`src/rtl/pmt_pkg.sv`:
```
package pmt_pkg;

   localparam int ADDR_W  = 4;
   localparam int ACT_W   = 3;
   localparam int MAX_CH  = 8;

   localparam logic [ADDR_W-1:0] A_CTRL  = 4'd0;
   localparam logic [ADDR_W-1:0] A_COUNT = 4'd1;
   localparam logic [ADDR_W-1:0] A_PLIM  = 4'd2;
   localparam logic [ADDR_W-1:0] A_PCNT  = 4'd3;
   localparam logic [ADDR_W-1:0] A_ACT   = 4'd4;
   localparam logic [ADDR_W-1:0] A_EXT   = 4'd5;
   localparam logic [ADDR_W-1:0] A_FLAG  = 4'd6;
   localparam logic [ADDR_W-1:0] A_PWM   = 4'd7;
   localparam int                A_MR0   = 8;

   // bit positions inside one channel's action field
   localparam int ACT_IRQ  = 0;
   localparam int ACT_RST  = 1;
   localparam int ACT_STOP = 2;

   typedef enum logic [1:0] {
      EXT_KEEP = 2'b00,
      EXT_CLR  = 2'b01,
      EXT_SET  = 2'b10,
      EXT_INV  = 2'b11
   } ext_act_e;

endpackage

```
`src/rtl/pmt_counter.sv`:
```
module pmt_counter #(
   parameter int CNT_W = 32
) (
   input  logic             clk,
   input  logic             rst,
   input  logic             ctrl_we,
   input  logic             ctrl_run,
   input  logic             cnt_we,
   input  logic             plim_we,
   input  logic [CNT_W-1:0] wval,
   input  logic             stop_req,
   input  logic             wrap_req,
   output logic             run,
   output logic [CNT_W-1:0] cnt,
   output logic [CNT_W-1:0] pcnt,
   output logic [CNT_W-1:0] plim,
   output logic             pcnt_zero,
   output logic             wrap
);

   logic adv;
   logic tick;

   // a halt request freezes both counters on its own edge
   assign adv       = run & ~stop_req;
   assign tick      = adv & (pcnt >= plim);
   assign wrap      = tick & wrap_req;
   assign pcnt_zero = (pcnt == '0);

   always_ff @(posedge clk) begin
      if (rst) begin
         run  <= 1'b0;
         cnt  <= '0;
         pcnt <= '0;
         plim <= '0;
      end else begin
         if (plim_we) plim <= wval;

         if (stop_req)     run <= 1'b0;
         else if (ctrl_we) run <= ctrl_run;

         if (cnt_we) begin
            cnt  <= wval;
            pcnt <= '0;
         end else if (adv) begin
            if (pcnt >= plim) begin
               pcnt <= '0;
               cnt  <= wrap_req ? '0 : cnt + CNT_W'(1);
            end else begin
               pcnt <= pcnt + CNT_W'(1);
            end
         end
      end
   end

endmodule

```
`src/rtl/pmt_channel.sv`:
```
module pmt_channel
   import pmt_pkg::*;
#(
   parameter int CNT_W   = 32,
   parameter bit HAS_PWM = 1'b1
) (
   input  logic             clk,
   input  logic             rst,
   input  logic [CNT_W-1:0] cnt,
   input  logic             pcnt_zero,
   input  logic             run,
   input  logic             wrap,
   input  logic             cnt_load,
   input  logic             mr_we,
   input  logic [CNT_W-1:0] mr_wdata,
   input  logic             act_we,
   input  logic [ACT_W-1:0] act_wdata,
   input  logic             ext_we,
   input  logic             ext_wdata,
   input  logic [1:0]       emc_wdata,
   input  logic             flag_clr,
   input  logic             pwm_we,
   input  logic             pwm_wdata,
   output logic             hit,
   output logic             rst_req,
   output logic             stop_req,
   output logic             flag,
   output logic             irq_en,
   output logic             ext,
   output logic             pwm_en,
   output logic             pin,
   output logic [CNT_W-1:0] mr,
   output logic [ACT_W-1:0] act,
   output logic [1:0]       emc
);

   logic eq;
   logic ext_nx;

   assign eq       = (cnt == mr);
   assign hit      = run & pcnt_zero & eq;
   assign rst_req  = act[ACT_RST] & eq;
   assign stop_req = act[ACT_STOP] & hit;
   assign irq_en   = act[ACT_IRQ];

   always_ff @(posedge clk) begin
      if (rst) begin
         mr  <= '0;
         act <= '0;
         emc <= '0;
      end else begin
         if (mr_we)  mr  <= mr_wdata;
         if (act_we) act <= act_wdata;
         if (ext_we) emc <= emc_wdata;
      end
   end

   always_comb begin
      unique case (ext_act_e'(emc))
         EXT_KEEP: ext_nx = ext;
         EXT_CLR:  ext_nx = 1'b0;
         EXT_SET:  ext_nx = 1'b1;
         EXT_INV:  ext_nx = ~ext;
         default:  ext_nx = ext;
      endcase
   end

   // hardware update wins over a software write in the same cycle
   always_ff @(posedge clk) begin
      if (rst)         ext <= 1'b0;
      else if (hit)    ext <= ext_nx;
      else if (ext_we) ext <= ext_wdata;
   end

   // sticky flag: set beats clear
   always_ff @(posedge clk) begin
      if (rst)                  flag <= 1'b0;
      else if (hit && irq_en)   flag <= 1'b1;
      else if (flag_clr)        flag <= 1'b0;
   end

   generate
      if (HAS_PWM) begin : g_pwm
         logic sel_q;
         logic lvl_q;

         always_ff @(posedge clk) begin
            if (rst)         sel_q <= 1'b0;
            else if (pwm_we) sel_q <= pwm_wdata;
         end

         // restart of the period has priority over the rising edge
         always_ff @(posedge clk) begin
            if (rst)                  lvl_q <= 1'b0;
            else if (wrap || cnt_load) lvl_q <= 1'b0;
            else if (hit)             lvl_q <= 1'b1;
         end

         assign pwm_en = sel_q;
         assign pin    = sel_q ? lvl_q : ext;
      end else begin : g_nopwm
         assign pwm_en = 1'b0;
         assign pin    = ext;
      end
   endgenerate

endmodule

```
`src/rtl/pmt_timer.sv`:
```
module pmt_timer
   import pmt_pkg::*;
#(
   parameter int CNT_W   = 32,
   parameter int DATA_W  = 32,
   parameter int NCH     = 4,
   parameter bit HAS_PWM = 1'b1
) (
   input  logic              clk,
   input  logic              rst,
   input  logic              wr_en,
   input  logic [ADDR_W-1:0] wr_addr,
   input  logic [DATA_W-1:0] wr_data,
   input  logic [ADDR_W-1:0] rd_addr,
   output logic [DATA_W-1:0] rd_data,
   output logic [NCH-1:0]    mat_out,
   output logic              irq
);

   localparam int EXT_W = NCH * 3;
   localparam int ACT_TOT = NCH * ACT_W;

   generate
      if (NCH < 1 || NCH > MAX_CH) begin : g_bad_nch
         $error("pmt_timer: NCH must lie in 1..%0d", MAX_CH);
      end
      if (CNT_W > DATA_W || CNT_W < 2) begin : g_bad_cnt
         $error("pmt_timer: CNT_W must lie in 2..DATA_W");
      end
      if (EXT_W > DATA_W || ACT_TOT > DATA_W) begin : g_bad_data
         $error("pmt_timer: DATA_W too narrow for channel fields");
      end
   endgenerate

   logic we_ctrl, we_cnt, we_plim, we_act, we_ext, we_flag, we_pwm;

   assign we_ctrl = wr_en && (wr_addr == A_CTRL);
   assign we_cnt  = wr_en && (wr_addr == A_COUNT);
   assign we_plim = wr_en && (wr_addr == A_PLIM);
   assign we_act  = wr_en && (wr_addr == A_ACT);
   assign we_ext  = wr_en && (wr_addr == A_EXT);
   assign we_flag = wr_en && (wr_addr == A_FLAG);
   assign we_pwm  = wr_en && (wr_addr == A_PWM);

   logic             run_q;
   logic [CNT_W-1:0] cnt_q, pcnt_q, plim_q;
   logic             pcnt_zero, wrap;

   logic [NCH-1:0]             hit_v, rstq_v, stop_v, flag_v, irqen_v;
   logic [NCH-1:0]             ext_v, pwmen_v;
   logic [NCH-1:0][CNT_W-1:0]  mr_v;
   logic [NCH-1:0][ACT_W-1:0]  act_v;
   logic [NCH-1:0][1:0]        emc_v;

   pmt_counter #(.CNT_W(CNT_W)) u_cnt (
      .clk       (clk),
      .rst       (rst),
      .ctrl_we   (we_ctrl),
      .ctrl_run  (wr_data[0]),
      .cnt_we    (we_cnt),
      .plim_we   (we_plim),
      .wval      (wr_data[CNT_W-1:0]),
      .stop_req  (|stop_v),
      .wrap_req  (|rstq_v),
      .run       (run_q),
      .cnt       (cnt_q),
      .pcnt      (pcnt_q),
      .plim      (plim_q),
      .pcnt_zero (pcnt_zero),
      .wrap      (wrap)
   );

   generate
      for (genvar c = 0; c < NCH; c++) begin : g_ch
         pmt_channel #(.CNT_W(CNT_W), .HAS_PWM(HAS_PWM)) u_ch (
            .clk       (clk),
            .rst       (rst),
            .cnt       (cnt_q),
            .pcnt_zero (pcnt_zero),
            .run       (run_q),
            .wrap      (wrap),
            .cnt_load  (we_cnt),
            .mr_we     (wr_en && (wr_addr == ADDR_W'(A_MR0 + c))),
            .mr_wdata  (wr_data[CNT_W-1:0]),
            .act_we    (we_act),
            .act_wdata (wr_data[ACT_W*c +: ACT_W]),
            .ext_we    (we_ext),
            .ext_wdata (wr_data[c]),
            .emc_wdata (wr_data[NCH + 2*c +: 2]),
            .flag_clr  (we_flag && wr_data[c]),
            .pwm_we    (we_pwm),
            .pwm_wdata (wr_data[c]),
            .hit       (hit_v[c]),
            .rst_req   (rstq_v[c]),
            .stop_req  (stop_v[c]),
            .flag      (flag_v[c]),
            .irq_en    (irqen_v[c]),
            .ext       (ext_v[c]),
            .pwm_en    (pwmen_v[c]),
            .pin       (mat_out[c]),
            .mr        (mr_v[c]),
            .act       (act_v[c]),
            .emc       (emc_v[c])
         );
      end
   endgenerate

   assign irq = |(flag_v & irqen_v);

   always_comb begin
      rd_data = '0;
      unique case (rd_addr)
         A_CTRL:  rd_data[0]         = run_q;
         A_COUNT: rd_data[CNT_W-1:0] = cnt_q;
         A_PLIM:  rd_data[CNT_W-1:0] = plim_q;
         A_PCNT:  rd_data[CNT_W-1:0] = pcnt_q;
         A_ACT: begin
            for (int c = 0; c < NCH; c++) rd_data[ACT_W*c +: ACT_W] = act_v[c];
         end
         A_EXT: begin
            rd_data[NCH-1:0] = ext_v;
            for (int c = 0; c < NCH; c++) rd_data[NCH + 2*c +: 2] = emc_v[c];
         end
         A_FLAG:  rd_data[NCH-1:0] = flag_v;
         A_PWM:   rd_data[NCH-1:0] = pwmen_v;
         default: begin
            for (int c = 0; c < NCH; c++) begin
               if (rd_addr == ADDR_W'(A_MR0 + c)) rd_data[CNT_W-1:0] = mr_v[c];
            end
         end
      endcase
   end

endmodule

```
`config.mk`:
```
export PLATFORM = sky130hd
export DESIGN_NAME = pmt_timer
export DESIGN_NICKNAME = d
export VERILOG_FILES = /design/src/rtl/pmt_pkg.sv /design/src/rtl/pmt_counter.sv /design/src/rtl/pmt_channel.sv /design/src/rtl/pmt_timer.sv
export SDC_FILE = /design/constraint.sdc
export NUM_CORES = 1
export LEC_CHECK = 0
export BUFFER_PORTS_ARGS = -buffer_cell sky130_fd_sc_hd__buf_2
export CAP_MARGIN = 20
export CORE_UTILIZATION = 40
export CTS_BUF_LIST = sky130_fd_sc_hd__clkbuf_8
export DETAILED_ROUTE_END_ITERATION = 16
export SYNTH_ARGS = -nofsm -noshare
export SYNTH_HDL_FRONTEND = slang
export SYNTH_SLANG_ARGS = --single-unit
```
`constraint.sdc`:
```
create_clock -name clk -period 6.7 [get_ports clk]
set_clock_uncertainty 0.2 [all_clocks]
set_input_delay 1.005 -clock clk [delete_from_list [all_inputs] [get_ports clk]]
set_output_delay 1.005 -clock clk [all_outputs]
set_load 0.1 [all_outputs]
```
==> results_dict.tcl, run 1 <==
set metrics [dict create \
    track_usage 0.323 \
    syn_nets 2070 \
    worstPathCellList "buf_2 > nand2_1 > nor3_2 > buf_4 > a22oi_1 > nand2_1 > nor2_1 > a31oi_1 > buf_2" \
    synth_top_family_by_area "simple AND/OR/NAND/NOR gates" \
    grt_first_pass_wirelength_um 92200 \
    cp_top_family "buffers and inverters" \
    critPathSlowestCell "buf_2" \
    die_area_sq_mm 0.0383 \
    synthSimpleGateAreaFrac 0.245 \
    cts-htree-levels 2 \
    syn_area_per_cell_sq_um 7.53 \
    hold_viol_final 0 \
    drt-vias-per-instance 6.09 \
    cts_hold_buf 0 \
    cp_max_fo 32 \
    crit_required_ns 5.49 \
    cts_made_buffers 48 \
    worstSetupStartpointType "primary input" \
    period_minus_slack_ns 5.34 \
    rsz0062_at_grt "no" \
    synth_mux_area_frac 0.0360 \
    slew_violations 0 \
    final-setup-viol-count 0 \
    drt-initial-drc-count 2145 \
    ys.flop_type "dfxtp_1" \
    cp_data_arrival_time_ns 4.13 \
    yosysTopAreaCell "dfxtp_1" \
    synth_xor_area_frac 0.0987 \
    outcome "finished, final reports clean" \
    cts-resized-gates 0 \
    power.leakage_nw 5.64 \
    layout_common_cells "nand2_1, dfxtp_1, a21oi_1" \
    setup.worst_path.start "rd_addr[1]" \
    ir_drop_v 0.000127 \
    worstHoldStart "g_ch[0].u_ch.g_pwm.lvl_q$_SDFFE_PP0N_" \
    ys_seq_elements 261 \
    synth_top_area_share 0.349 \
    row_count 70 \
    netlist_area_sq_mm 0.0150 \
    die_y_um 196 \
    synth-edff-count 0 \
    drt_pass1_iterations 6 \
    vias 15100 \
    area_growth_pct 9.98 \
    die_w_um 196 \
    cts_root_buf "clkbuf_8" \
    initial_core_util 0.408 \
    maxCapViolCount 0 \
    grt_pass1_vias 14100 \
    finalCritPeriodShare 0.797 \
    synth_area_leaders "dfxtp_1, nand2_1, xnor2_1" \
    ant_nets 0 \
    clock_sinks 261 \
    place_hpwl_um 44200 \
    netlist_instances 1992 \
    fill_cells 3765 \
    worstSetupPathType "primary input to output port" \
    layout_commonest_cell "nand2_1" \
    grt_max_degree 143 \
    r2r-start "u_cnt.pcnt[0]$_SDFFE_PP0P_" \
    wire_per_inst_um 25.0 \
    drive_gt1_frac 0.116 \
    port_buffers 79 \
    antenna_found_initial 0 \
    synth_compound_area_frac 0.181 \
    fmax_mhz 187 \
    hold_slack_ns 0.258 \
    fin_setup_tns_ns 0 \
    p_per_area_mw_per_mm2 213 \
    cts_tree "built" \
    synth_fa_ha_area_frac 0.0292 \
    worstSkewPairLatency_ns 0.61 \
    core_area_sq_mm 0.0368 \
    synth_async_sr_flop_share 0 \
    critical-path-max-stage-delay_ns 0.74 \
    end_kind "output port" \
    tightest_slew_ns 1.13 \
    yosysSeqAreaShare 0.349 \
    yosysWarnings 0 \
    worstPathBufferInverterCount 3 \
    wirelength_um 62000 \
    place.gp.congestion 0.998 \
    drc 0 \
    clk_pin_slew_ns 0.06 \
    synth_cell_types 76 \
    gr-total-overflow 0 \
    relSlewSlack 0.240 \
    pin_count 80 \
    cts.path.max_buffers 3 \
    final_nets 2058 \
    fin_util 0.448 \
    cts_setup_buffers 0 \
    worstHoldPathType "flip-flop to flip-flop" \
]
## synthesized netlist by cell type, drive strengths merged (3+ instances only)
| master | instances |
|---|---|
| and4 | 9 |
| a22o | 6 |
| nor3 | 46 |
| nand2 | 435 |
| o221a | 14 |
| nor4 | 28 |
| a21o | 3 |
| ha | 35 |
| or3 | 5 |
| a22oi | 32 |
| nand3 | 35 |
| a221oi | 10 |
| nand4 | 55 |
| a31oi | 7 |
| or2 | 5 |
| nand2b | 10 |
| xor2 | 5 |
| o21a | 5 |
| and3 | 16 |
| nor2b | 4 |
| o21ai | 16 |
| mux2i | 46 |
| dfxtp | 261 |
| a21oi | 260 |
| buf | 55 |
| a311oi | 5 |
| a211oi | 12 |
| mux2 | 5 |
| clkbuf | 117 |
| o31ai | 3 |
| o211a | 3 |
| a211o | 5 |
| nand3b | 4 |
| xnor2 | 164 |
| nor2 | 169 |
| a222oi | 29 |
| inv | 43 |
| o2111ai | 3 |
## metrics by stage
step           setup WS, ns  cells  cell area (sq um)  power, mW
2_1_floorplan          1.68   1992              15000       1.84
3_5_place_dp           1.52   2397              15500       1.99
4_1_cts                1.50   2482              16500       3.52
6_report               1.36   2484              16500       3.51
5_1_grt                1.33   2483              16500       3.62
3_3_place_gp           1.52   2396              15500       1.98
## cell families (layout without fill, tap and decap cells)
logic type,after synthesis,count (layout)
and+or+nand+nor,830,830
AOI/OAI and AO/OA,429,429
DFF,261,261
buffers and inverters,216,239
xor gates and xnor gates,169,169
muxes,52,52
adders and majority gates,35,35
other,0,1
## worst register-to-register path, cell delays in order (launching register included)
cell       delay [ns]
dfxtp_1          0.39
inv_1            0.17
ha_1             0.22
nor4bb_1         0.29
nand4_1          0.29
nor2_1           0.50
nand2_1          0.18
o2111ai_4        0.55
or2_1            0.62
o31ai_1          0.17
a311oi_1         0.31
## metal layers
| layer | share of wire | up-vias | GRT usage |
|---|---|---|---|
| met2 | 0.42 | 872 | 0.476 |
| met4 | 0.039 | 0 | 0.126 |
| met5 | 0 | - | 0 |
| met1 | 0.42 | 7218 | 0.451 |
| met3 | 0.12 | 144 | 0.0762 |
| li1 | - | 6883 | - |
## where the power goes
group	internal (mW)	switching (mW)
Combinational	0.0952	0.259
Clock	0.827	0.719
Sequential	1.57	0.0404
## area by class of cell
cell class              instances  area, sq um  share of cell area
multi-input cells            1515         8910               0.540
flip-flops and latches        261         5230               0.317
clock buffers                  62          853              0.0518
repair buffers                110          648              0.0393
well taps                     468          586              0.0355
inverters                      44          165              0.0100
clock inverters                23          101             0.00615
diodes                          1         2.50            0.000152
## registers in the layout (all words and copies together) (netlist names)
| name | count |
|---|---|
| g_ch.u_ch.flag | 4 |
| g_ch.u_ch.act | 12 |
| u_cnt.run | 1 |
| u_cnt.plim | 32 |
| g_ch.u_ch.g_pwm.lvl_q | 4 |
| g_ch.u_ch.mr | 128 |
| g_ch.u_ch.ext | 4 |
| u_cnt.cnt | 32 |
| g_ch.u_ch.emc | 8 |
| u_cnt.pcnt | 32 |
| g_ch.u_ch.pwm_en | 4 |
## final timing paths
kind / end / slack (ns) / cells after the start
max: rd_data[9] / 1.36 / 9
min: g_ch[0].u_ch.g_pwm.lvl_q$_SDFFE_PP0N_ / 0.26 / 1
max reg2reg: u_cnt.cnt[27]$_SDFFE_PP0P_ / 2.72 / 10
min reg2reg: g_ch[0].u_ch.g_pwm.lvl_q$_SDFFE_PP0N_ / 0.26 / 1
Power figures use the tool's default switching activity.
==> run 2, diff against run 1 <==
--- a/config.mk
+++ b/config.mk
@@ -5,6 +5,7 @@
 export SDC_FILE = /design/constraint.sdc
 export NUM_CORES = 1
 export LEC_CHECK = 0
+export ABC_AREA = 1
 export BUFFER_PORTS_ARGS = -buffer_cell sky130_fd_sc_hd__buf_2
 export CAP_MARGIN = 20
 export CORE_UTILIZATION = 40
==> constraint.sdc (replaced) <==
create_clock -name clk -period 5.5 [get_ports clk]
set_clock_uncertainty 0.2 [all_clocks]
set_input_delay 0.825 -clock clk [delete_from_list [all_inputs] [get_ports clk]]
set_output_delay 0.825 -clock clk [all_outputs]
set_load 0.1 [all_outputs]
==> results_dict.tcl, run 2 <==
set metrics [dict create \
    placed_cells 3002 \
    grt_first_pass_wirelength_um 101000 \
    area_growth_pct 9.08 \
    crit_top_cell "inv_1" \
    worstHoldStart "g_ch[3].u_ch.act[0]$_SDFFE_PP0P_" \
    synth_top_area_share 0.322 \
    place.gp.congestion 1.01 \
    layout_common_cells "nand2_1, nor2_1, dfxtp_1" \
    r2r_end "u_cnt.cnt[17]$_SDFFE_PP0P_" \
    fmax_mhz 239 \
    fin_setup_tns_ns 0 \
    outcome "finished, final reports clean" \
    drc 0 \
    finalCritPeriodShare 0.759 \
    yosysTopAreaCell "dfxtp_1" \
    cts_tree "built" \
    period_minus_slack_ns 4.18 \
    die_area_sq_mm 0.0414 \
    gr-total-overflow 0 \
    final_nets 2606 \
    cts_root_buf "clkbuf_8" \
    place_ws_ns 1.37 \
    grt_max_degree 222 \
    ys_seq_elements 261 \
    track_usage 0.325 \
    r2r_cells 10 \
    antenna_found_initial 2 \
    synth_async_sr_flop_share 0 \
    largest_reg_flops 128 \
    final-setup-viol-count 0 \
    netlist_instances 2528 \
    setup.worst_path.start "rd_addr[0]" \
    r2r-start "u_cnt.pcnt[16]$_SDFFE_PP0P_" \
    ys_top_cells_by_count "nand2_1, nor2_1, dfxtp_1" \
    fill_cells 4263 \
    total_power_mw 4.51 \
    synth_cell_types 44 \
    p_per_area_mw_per_mm2 255 \
    maxCapViolCount 0 \
    wire_per_inst_um 22.0 \
    ant_nets 0 \
    relSlewSlack 0.250 \
    rsz0062_at_grt "no" \
    cp_data_arrival_time_ns 3.15 \
    worstPathCellList "buf_2 > inv_1 > nor2_2 > buf_4 > inv_1 > nor2_1 > inv_1 > o22ai_1 > a211oi_1 > nand3_1 > buf_2" \
    crit_required_ns 4.47 \
    yosysMostFrequentCell "nand2_1" \
    grt_pass1_vias 15900 \
    worstSetupStartpointType "primary input" \
    core_area_sq_mm 0.0399 \
    end_kind "output port" \
    drt-initial-drc-count 1821 \
    layout_commonest_cell "nand2_1" \
    ys.flop_type "dfxtp_1" \
    critical-path-max-stage-delay_ns 0.49 \
    diodes 0 \
    min_to "g_ch[3].u_ch.flag$_SDFFE_PP0P_" \
    synth_area_leaders "dfxtp_1, nand2_1, nor2_1" \
    cts-resized-gates 0 \
    hold_depth 2 \
    worstSkewPairLatency_ns 0.64 \
    drt_pass1_iterations 6 \
    wirelength_um 67900 \
    pin_count 80 \
    synth-edff-count 0 \
    cp_max_fo 14 \
    place_hpwl_um 48200 \
    initial_core_util 0.407 \
    drive_gt1_frac 0.0854 \
    cts.path.max_buffers 3 \
    hold_viol_final 0 \
    syn_area_per_cell_sq_um 6.42 \
    row_count 73 \
    critPathSlowestCell "nor2_1" \
    cts-htree-levels 2 \
    die_y_um 203 \
    syn_nets 2606 \
    cts_setup_buffers 0 \
    yosysSeqAreaShare 0.322 \
    worstHoldPathType "flip-flop to flip-flop" \
    top_register "g_ch.u_ch.mr" \
    r2r_slack_ns 2.07 \
    ir_drop_v 0.000184 \
    drt-vias-per-instance 5.63 \
    instances_no_fill 3089 \
    clk_pin_slew_ns 0.06 \
    vias 17400 \
    yosysWarnings 0 \
    die_w_um 203 \
    cts_hold_buf 0 \
    netlist_area_sq_mm 0.0162 \
    cts_made_buffers 49 \
    finalWorstSetupSlack_ns 1.32 \
    clock_sinks 261 \
    port_buffers 79 \
    slew_violations 0 \
    worstSetupPathType "primary input to output port" \
    tightest_slew_ns 1.12 \
    power.leakage_nw 7.73 \
]
## run 2: changes by cell type in the layout (fill, tap and decap cells not counted), sizes merged, moves of 29 or more
cell / previous run / this run
a21oi: 260 / 205
a222oi: 29 / 0
a22oi: 32 / 0
inv: 54 / 229
mux2i: 46 / 0
nand2: 435 / 515
nand3: 35 / 175
nand4: 55 / 22
nor2: 169 / 439
o21ai: 16 / 223
o22ai: 1 / 36
xnor2: 164 / 111
xor2: 5 / 42
## run 2: logic make-up (layout without fill, tap and decap cells)
| kind of cell | count (synthesis) | after routing | share of synthesized area |
|---|---|---|---|
| fa+ha+maj | 35 | 35 | 0.0270 |
| buf+inv | 376 | 412 | 0.100 |
| compound gates | 493 | 493 | 0.161 |
| xor+xnor | 153 | 153 | 0.0825 |
| simple gates | 1210 | 1210 | 0.307 |
| flops | 261 | 261 | 0.322 |
## run 2: per-layer routing
metal,up-vias,share of wire,track usage
met5,-,0.00013,0
met4,2,0.043,0.140
met2,832,0.44,0.506
met3,170,0.087,0.0539
li1,8204,-,-
met1,8186,0.43,0.442
## run 2: worst max-delay path: cells and delay by family
kind | cells | cell delay, ns
buffers and inverters | 6 | 1.19
and+or+nand+nor | 3 | 0.75
AOI/OAI and AO/OA | 2 | 0.37
## run 2: stage by stage
stage,hold slack [ns],cell area (sq um),utilization
finish,0.275,17700,0.444
detailed placement,0.267,16800,0.420
floorplan,0.233,16200,-
CTS,0.274,17700,0.444
global route,0.297,17700,0.444
global placement,0.253,16800,0.420
## run 2: layout make-up
| class | instances | area, sq um | area share |
|---|---|---|---|
| inverters | 214 | 808 | 0.0456 |
| multi-input cells | 1891 | 9420 | 0.532 |
| clock buffers | 61 | 840 | 0.0474 |
| repair buffers | 111 | 648 | 0.0366 |
| clock inverters | 26 | 110 | 0.00622 |
| flip-flops and latches | 261 | 5230 | 0.295 |
| well taps | 525 | 657 | 0.0371 |
## run 2: worst max-delay path by stage
stage / endpoint / slack [ns] / cells past startpoint
floorplan: rd_data[1] / 1.20 / 6
global placement: rd_data[1] / 1.40 / 12
detailed placement: rd_data[1] / 1.37 / 12
CTS: rd_data[1] / 1.37 / 12
global route: rd_data[1] / 1.21 / 12
finish: rd_data[7] / 1.32 / 11
## run 2: power by group
group	internal (mW)	switching (mW)	total, mW
Combinational	0.162	0.460	0.622
Clock	0.992	0.898	1.89
Sequential	1.93	0.0628	2.00
Total	3.09	1.42	4.51
